$ cat config.mk
export PLATFORM = sky130hd
export DESIGN_NAME = irmod_top
export DESIGN_NICKNAME = d
export VERILOG_FILES = /design/src/rtl/irmod_pkg.sv /design/src/rtl/irmod_ctrl.sv /design/src/rtl/irmod_dpath.sv /design/src/rtl/irmod_top.sv
export SDC_FILE = /design/constraint.sdc
export NUM_CORES = 1
export LEC_CHECK = 0
export ABC_AREA = 1
export CAP_MARGIN = 20
export CORE_AREA = 2 2 39 41
export CTS_CLUSTER_DIAMETER = 80
export DETAILED_ROUTE_END_ITERATION = 6
export DIE_AREA = 0 0 41 43
export DONT_BUFFER_PORTS = 1
export PLACE_DENSITY_LB_ADDON = 0.2
export SLEW_MARGIN = 15
export SYNTH_ARGS = -nofsm -noshare
export SYNTH_HDL_FRONTEND = slang
export SYNTH_HIERARCHICAL = 1
export SYNTH_SLANG_ARGS = --single-unit
$ cat constraint.sdc
create_clock -name clk -period 2.7 [get_ports clk]
set_clock_uncertainty 0.1 [all_clocks]
set_input_delay 0.54 -clock clk [delete_from_list [all_inputs] [get_ports clk]]
set_output_delay 0.54 -clock clk [all_outputs]
set_load 0.02 [all_outputs]
$ cat src/rtl/irmod_pkg.sv
package irmod_pkg;
  typedef struct packed {
    logic carrierRun;
    logic carrierToggle;
  } ctrlStrobes_t;

  function automatic int halfPeriod(input longint clkHz, input longint carrierHz);
    return int'((clkHz + carrierHz) / (2 * carrierHz));
  endfunction
endpackage

$ cat src/rtl/irmod_ctrl.sv
module irmod_ctrl
  import irmod_pkg::*;
#(
  parameter int HALF = 158
) (
  input  logic         clk,
  input  logic         rstN,
  input  logic         modEnable,
  output ctrlStrobes_t strobes
);
  localparam int CNT_W = (HALF > 1) ? $clog2(HALF) : 1;
  localparam logic [CNT_W-1:0] LAST = CNT_W'(HALF - 1);

  logic [CNT_W-1:0] divCount;
  logic atLast;

  assign atLast = (divCount == LAST);

  always_ff @(posedge clk or negedge rstN) begin
    if (!rstN) begin
      divCount <= '0;
    end else if (!modEnable) begin
      divCount <= '0;
    end else if (atLast) begin
      divCount <= '0;
    end else begin
      divCount <= divCount + 1'b1;
    end
  end

  always_comb begin
    strobes.carrierRun    = modEnable;
    strobes.carrierToggle = modEnable && atLast;
  end

  assert_count_range_R4: assert property (@(posedge clk) disable iff (!rstN)
    divCount <= LAST);

  assert_idle_clear_R6: assert property (@(posedge clk) disable iff (!rstN)
    !modEnable |=> divCount == '0);
endmodule

$ cat src/rtl/irmod_dpath.sv
module irmod_dpath
  import irmod_pkg::*;
#(
  parameter int PIN_COUNT = 8
) (
  input  logic                 clk,
  input  logic                 rstN,
  input  ctrlStrobes_t         strobes,
  input  logic [PIN_COUNT-1:0] pinSel,
  input  logic [PIN_COUNT-1:0] pinLevel,
  output logic [PIN_COUNT-1:0] pinOut
);
  logic carrier;

  always_ff @(posedge clk or negedge rstN) begin
    if (!rstN) begin
      carrier <= 1'b0;
    end else if (!strobes.carrierRun) begin
      carrier <= 1'b0;
    end else if (strobes.carrierToggle) begin
      carrier <= ~carrier;
    end
  end

  for (genvar p = 0; p < PIN_COUNT; p++) begin : g_pin
    always_comb begin
      pinOut[p] = pinLevel[p] ^ (strobes.carrierRun & pinSel[p] & carrier);
    end
  end

  assert_carrier_idle_R6: assert property (@(posedge clk) disable iff (!rstN)
    !strobes.carrierRun |=> !carrier);

  assert_toggle_flip_R4: assert property (@(posedge clk) disable iff (!rstN)
    (strobes.carrierRun && strobes.carrierToggle) |=> carrier != $past(carrier));

  assert_hold_between_R4: assert property (@(posedge clk) disable iff (!rstN)
    (strobes.carrierRun && !strobes.carrierToggle) |=> $stable(carrier));
endmodule

$ cat src/rtl/irmod_top.sv
module irmod_top
  import irmod_pkg::*;
#(
  parameter longint CLK_HZ     = 12_000_000,
  parameter longint CARRIER_HZ = 38_000,
  parameter int     PIN_COUNT  = 8
) (
  input  logic                 clk,
  input  logic                 rstN,
  input  logic                 modEnable,
  input  logic [PIN_COUNT-1:0] pinSel,
  input  logic [PIN_COUNT-1:0] pinLevel,
  output logic [PIN_COUNT-1:0] pinOut
);
  localparam int HALF = halfPeriod(CLK_HZ, CARRIER_HZ);

  ctrlStrobes_t strobes;

  irmod_ctrl #(.HALF(HALF)) ctrl_i (
    .clk      (clk),
    .rstN     (rstN),
    .modEnable(modEnable),
    .strobes  (strobes)
  );

  irmod_dpath #(.PIN_COUNT(PIN_COUNT)) dpath_i (
    .clk     (clk),
    .rstN    (rstN),
    .strobes (strobes),
    .pinSel  (pinSel),
    .pinLevel(pinLevel),
    .pinOut  (pinOut)
  );

  assert_passthru_R1: assert property (@(posedge clk) disable iff (!rstN)
    !modEnable |-> pinOut == pinLevel);

  assert_unselected_R2: assert property (@(posedge clk) disable iff (!rstN)
    (pinOut & ~pinSel) == (pinLevel & ~pinSel));

  assert_common_carrier_R3: assert property (@(posedge clk) disable iff (!rstN)
    $countones((pinOut ^ pinLevel) & pinSel) == 0 ||
    ((pinOut ^ pinLevel) & pinSel) == pinSel);
endmodule

# Word-level counts from Yosys, hierarchy flattened
# Cells that the tools add are included.
dict set report totals {
  elab_cells 35
  regBits 9
  inputBits 19
  output_inout_bits 8
}
dict set report classes {
  n_bitwise 25
  add_sub_neg 1
  mux 4
  reduce_logical 1
  eq_ne 2
}
# op n
set ops {}
lappend ops {{bitwise AND 1 bit} 16}
lappend ops {{2-to-1 mux 8 bit} 2}
lappend ops {{adder 8 x 1 -> 8 bit, second input constant} 1}
lappend ops {{equality test 8 bit, second input constant} 1}
lappend ops {{bitwise XOR 1 bit} 8}
lappend ops {{2-to-1 mux 1 bit} 2}
lappend ops {{!= test 2 x 1 -> 1 bit, second input constant} 1}
lappend ops {{logical AND 1 bit} 1}
lappend ops {{NOT 1 bit} 1}

# Logic depth before layout (Yosys ltp)
dict set report logic_depth {
  depth_word 4
  ltp_mapped 9
  ltp_nobuf 9
}

# By module
# Netlist, hierarchy kept.
# mod n_inst cells_each seq_area_each_um2 area_each_um2
set modules_own_cells {}
lappend modules_own_cells {irmod_ctrl 1 54 200.2 430.4}
lappend modules_own_cells {irmod_dpath 1 49 25.0 267.8}

# Worst setup path before layout
# No wires, ideal clock.
dict set report synth_timing {
  path_type {input port to output port}
  startpoint {input port modEnable}
  endpoint {output port pinOut[2]}
  path_stages 6
  path_buffers 3
  setup_slack_ps 884
  arrival_ps 1176
  t_required_ps 2060
  path_cell_list {buf_4 buf_4 buf_6 nand3_1 nand2_1 nand2_1}
}
dict set report synth_between {
  elab_chain_len 3
}
# item line_no
set synth_rtl {}
lappend synth_rtl {{from (decl)} irmod_top.sv:10} ;# input logic modEnable,
lappend synth_rtl {{bitwise AND 1 bit (2 in series)} irmod_dpath.sv:27} ;# pinOut[p] = pinLevel[p] ^ (strobes.carrierRun & pinSel[p] & carrier);
lappend synth_rtl {{bitwise XOR 1 bit} irmod_dpath.sv:27}
lappend synth_rtl {{to (decl)} irmod_top.sv:13} ;# output logic [PIN_COUNT-1:0] pinOut
# No other way between the ends.

# Worst setup path in the final report
dict set report layout_timing {
  startpoint {register dpath_i.carrier}
  endpoint {output port pinOut[4]}
}
dict set report layout_between {
  elab_chain_len 2
}
# item line_no
set layout_rtl {}
lappend layout_rtl {{from (decl)} irmod_dpath.sv:13} ;# logic carrier;
lappend layout_rtl {{from (signal assigned)} irmod_dpath.sv:21} ;# carrier <= ~carrier;
lappend layout_rtl {{bitwise AND 1 bit} irmod_dpath.sv:27}
lappend layout_rtl {{bitwise XOR 1 bit} irmod_dpath.sv:27}
# No other way between the ends.

==> flow_metrics.py <==
metrics = {
    "floorplanning": {
        "die_y_um": 43,
        "row_count": 14,
        "initial_core_util": 0.505,
        "ios": 27,
        "die_area_um2": 1760,
        "core-area_um2": 1380,
        "die_x_um": 41,
    },
    "yosys": {
        "synth-adder-area-share": 0.0358,
        "synth_top_family_by_area": "simple AND/OR/NAND/NOR gates",
        "synth-compound-area-share": 0.0143,
        "ys_seq_area_frac": 0.323,
        "ys_top_cells_by_area": "dfrtp_1, nand2_1, nand3_1",
        "syn_area_per_cell_um2": 6.78,
        "syn-num-nets": 124,
        "synth_cell_types": 18,
        "synth_xor_area_frac": 0.0376,
        "ys_warn_count": 6,
        "synth_top_cell_by_area": "dfrtp_1",
        "netlist_area_um2": 698,
        "synth.top_cell.area_share": 0.323,
        "synthCells": 103,
        "synth_mux_area_frac": 0,
        "synth-seq-cells": 9,
        "synthSimpleGateAreaFrac": 0.434,
    },
    "timing": {
        "setup_viol": 0,
        "fin_tns_setup_ps": 0,
        "drv_slew": 0,
        "tightest_slew_ps": 511,
        "fmax_ghz": 0.517,
        "final.period_utilization": 0.717,
        "min_period_ps": 1940,
        "finalHoldViolations": 0,
        "slew-limit-headroom": 0.659,
        "layout_setup_ws_ps": 765,
        "rsz0062_at_grt": "no",
    },
    "grt": {
        "grt_antenna_before_repair": 0,
        "grt_pass1_vias": 495,
        "grt_max_degree": 21,
        "grt_overflow": 0,
        "grt_pass1_wl_um": 1920,
        "groute.usage.overall": 0.164,
    },
    "place": {
        "dp_worst_setup_slack_ps": 1060,
        "gp_congestion": 0.758,
        "hpwl_um": 919,
        "portBuffers": 0,
        "dpl-instance-area_um2": 666,
    },
    "route": {
        "wl_um": 1230,
        "routed_via_density": 5.04,
        "first_pass_iters": 4,
        "ant_nets": 0,
        "drtIter0Drc": 10,
        "wl_per_cell_um": 10.3,
        "route.detailed.drc": 0,
        "via_count": 600,
    },
    "worst_setup_path": {
        "worst_ep_arrival_time_ps": 1300,
        "slowest_stage": "dfrtp_1",
        "cp_max_fo": 18,
        "critPathRequiredTime_ps": 2060,
        "critPathLaunchType": "register",
        "crit_type": "register to primary output",
        "r2r_start": "ctrl_i/divCount[1]$_DFF_PN0_",
        "worst_r2r_endpoint": "dpath_i/carrier$_DFFE_PN0P_",
        "end_kind": "primary output",
        "r2r_slack_ps": 1310,
        "path_common_cell": "nand2_1",
        "ff2ff_path_depth": 9,
        "path_cells": "nand3_1, nand2_1, nand2_1",
        "slowest_delay_ps": 660,
    },
    "cells_and_area": {
        "area_delta_synth_final_pct": 0.717,
        "num-nets-final": 125,
        "diodes": 0,
        "fin_area_um2": 703,
        "drive_gt1_frac": 0.0874,
    },
    "hold_path": {
        "worstHoldEndpoint": "dpath_i/carrier$_DFFE_PN0P_",
        "min_path_cells": 2,
        "hold_class": "primary input to register",
        "hold_path.startpoint": "modEnable",
    },
    "clocking": {
        "cts_resized": 0,
        "clk_pin_slew_ps": 60,
        "clock_latency_ps": 270,
        "tritoncts": "yes",
        "cts_made_buffers": 3,
        "cts.sinks": 9,
        "post_cts_buffers": 0,
        "cts_root_buf": "clkbuf_4",
        "htree_levels": 1,
        "clockBufferDepth": 2,
    },
    "power_and_ir_drop": {
        "power.total_mw": 0.281,
        "vdd_drop_max_v": 0.000255,
        "p_leak_nw": 0.358,
        "p_per_area_nw_per_um2": 400,
    },
    "outcome": {
        "run_status": "finished clean",
    },
    "flow_run": {
        "maxCapViolations": 0,
    },
}
cells in the mapped netlist:
| library cell | n |
|---|---|
| nand2_1 | 28 |
| inv_1 | 14 |
| nor2_1 | 14 |
| nand3_1 | 13 |
| dfrtp_1 | 9 |
| nand4_1 | 8 |
| buf_4 | 2 |
| buf_6 | 2 |
| ha_1 | 2 |
| nand2_2 | 2 |
| xor2_1 | 2 |
| a21oi_1 | 1 |
| buf_8 | 1 |
| inv_2 | 1 |
| nand2_4 | 1 |
| nor2_2 | 1 |
| o21ai_1 | 1 |
| xnor2_1 | 1 |
metrics by stage:
stage | utilization | hold slack [ps] | instances
2_1_floorplan | - | 144 | 103
3_3_place_gp | 0.481 | 145 | 114
3_5_place_dp | 0.481 | 145 | 114
4_1_cts | 0.508 | 278 | 119
5_1_grt | 0.508 | 282 | 119
6_report | 0.508 | 288 | 119
sequential cells by signal (all words and copies together) (netlist names):
signal	cells
dpath_i/carrier	1
ctrl_i/divCount	8
power breakdown:
part | total, mW | switching, mW | internal, mW | leakage [nW]
Clock | 0.105 | 0.0506 | 0.0548 | 0.0177
Combinational | 0.0333 | 0.0222 | 0.0110 | 0.217
Sequential | 0.143 | 0.00422 | 0.138 | 0.123
cell usage in the layout (no fill, tap or decap):
| cell | Yosys | final |
|---|---|---|
| nand4_1 | 8 | 8 |
| nand3_1 | 13 | 13 |
| nand2_1 | 28 | 28 |
| nor2_2 | 1 | 1 |
| dlygate4sd3_1 | 0 | 1 |
| xor2_1 | 2 | 2 |
| dfrtp_1 | 9 | 9 |
| inv_2 | 1 | 1 |
| clkinv_2 | 0 | 1 |
| nand2_2 | 2 | 2 |
| xnor2_1 | 1 | 1 |
| nor2_1 | 14 | 14 |
| clkbuf_4 | 0 | 3 |
| inv_1 | 14 | 14 |
| o21ai_1 | 1 | 1 |
| nand2_4 | 1 | 1 |
| a21oi_1 | 1 | 1 |
| ha_1 | 2 | 2 |
worst max-delay path: cells and delay by family (launching register included):
family | cells | cell delay, ps
flops | 1 | 660
simple gates | 3 | 370
final cells by class:
| type | count | area (um2) |
|---|---|---|
| fill | 139 | 681 |
| clock inverter | 1 | 5.00 |
| clock buffer | 3 | 22.5 |
| tap | 16 | 20.0 |
| inverter | 15 | 56.3 |
| timing repair buffer | 1 | 10.0 |
| multi-input combinational | 74 | 364 |
| sequential | 9 | 225 |
logic make-up (layout without fill, tap and decap cells):
group / count (synthesis) / count (layout)
and+or+nand+nor: 67 / 67
buffers and inverters: 20 / 20
DFF: 9 / 9
xor gates and xnor gates: 3 / 3
adders and majority gates: 2 / 2
AOI/OAI and AO/OA: 2 / 2
how the worst max path moves through the flow:
stage                                start        end  slack [ps]
6_report       dpath_i/carrier$_DFFE_PN0P_  pinOut[4]         760
5_1_grt        dpath_i/carrier$_DFFE_PN0P_  pinOut[7]         610
4_1_cts        dpath_i/carrier$_DFFE_PN0P_  pinOut[4]         760
3_5_place_dp   dpath_i/carrier$_DFFE_PN0P_  pinOut[4]        1060
3_3_place_gp   dpath_i/carrier$_DFFE_PN0P_  pinOut[4]        1090
2_1_floorplan                    modEnable  pinOut[2]         880
layer usage:
| metal | share of wire | global-route usage |
|---|---|---|
| met1 | 0.44 | 0.219 |
| met2 | 0.47 | 0.209 |
| met3 | 0.079 | 0.105 |
| met4 | 0.011 | 0.0600 |
| met5 | 0 | 0 |
repair_timing:
item                                    CTS  global route
endpoints found under the hold margin     9             0
endpoints found under the setup margin    0             0
hold buffers                              1             0
(Power assumes the default switching activity.)
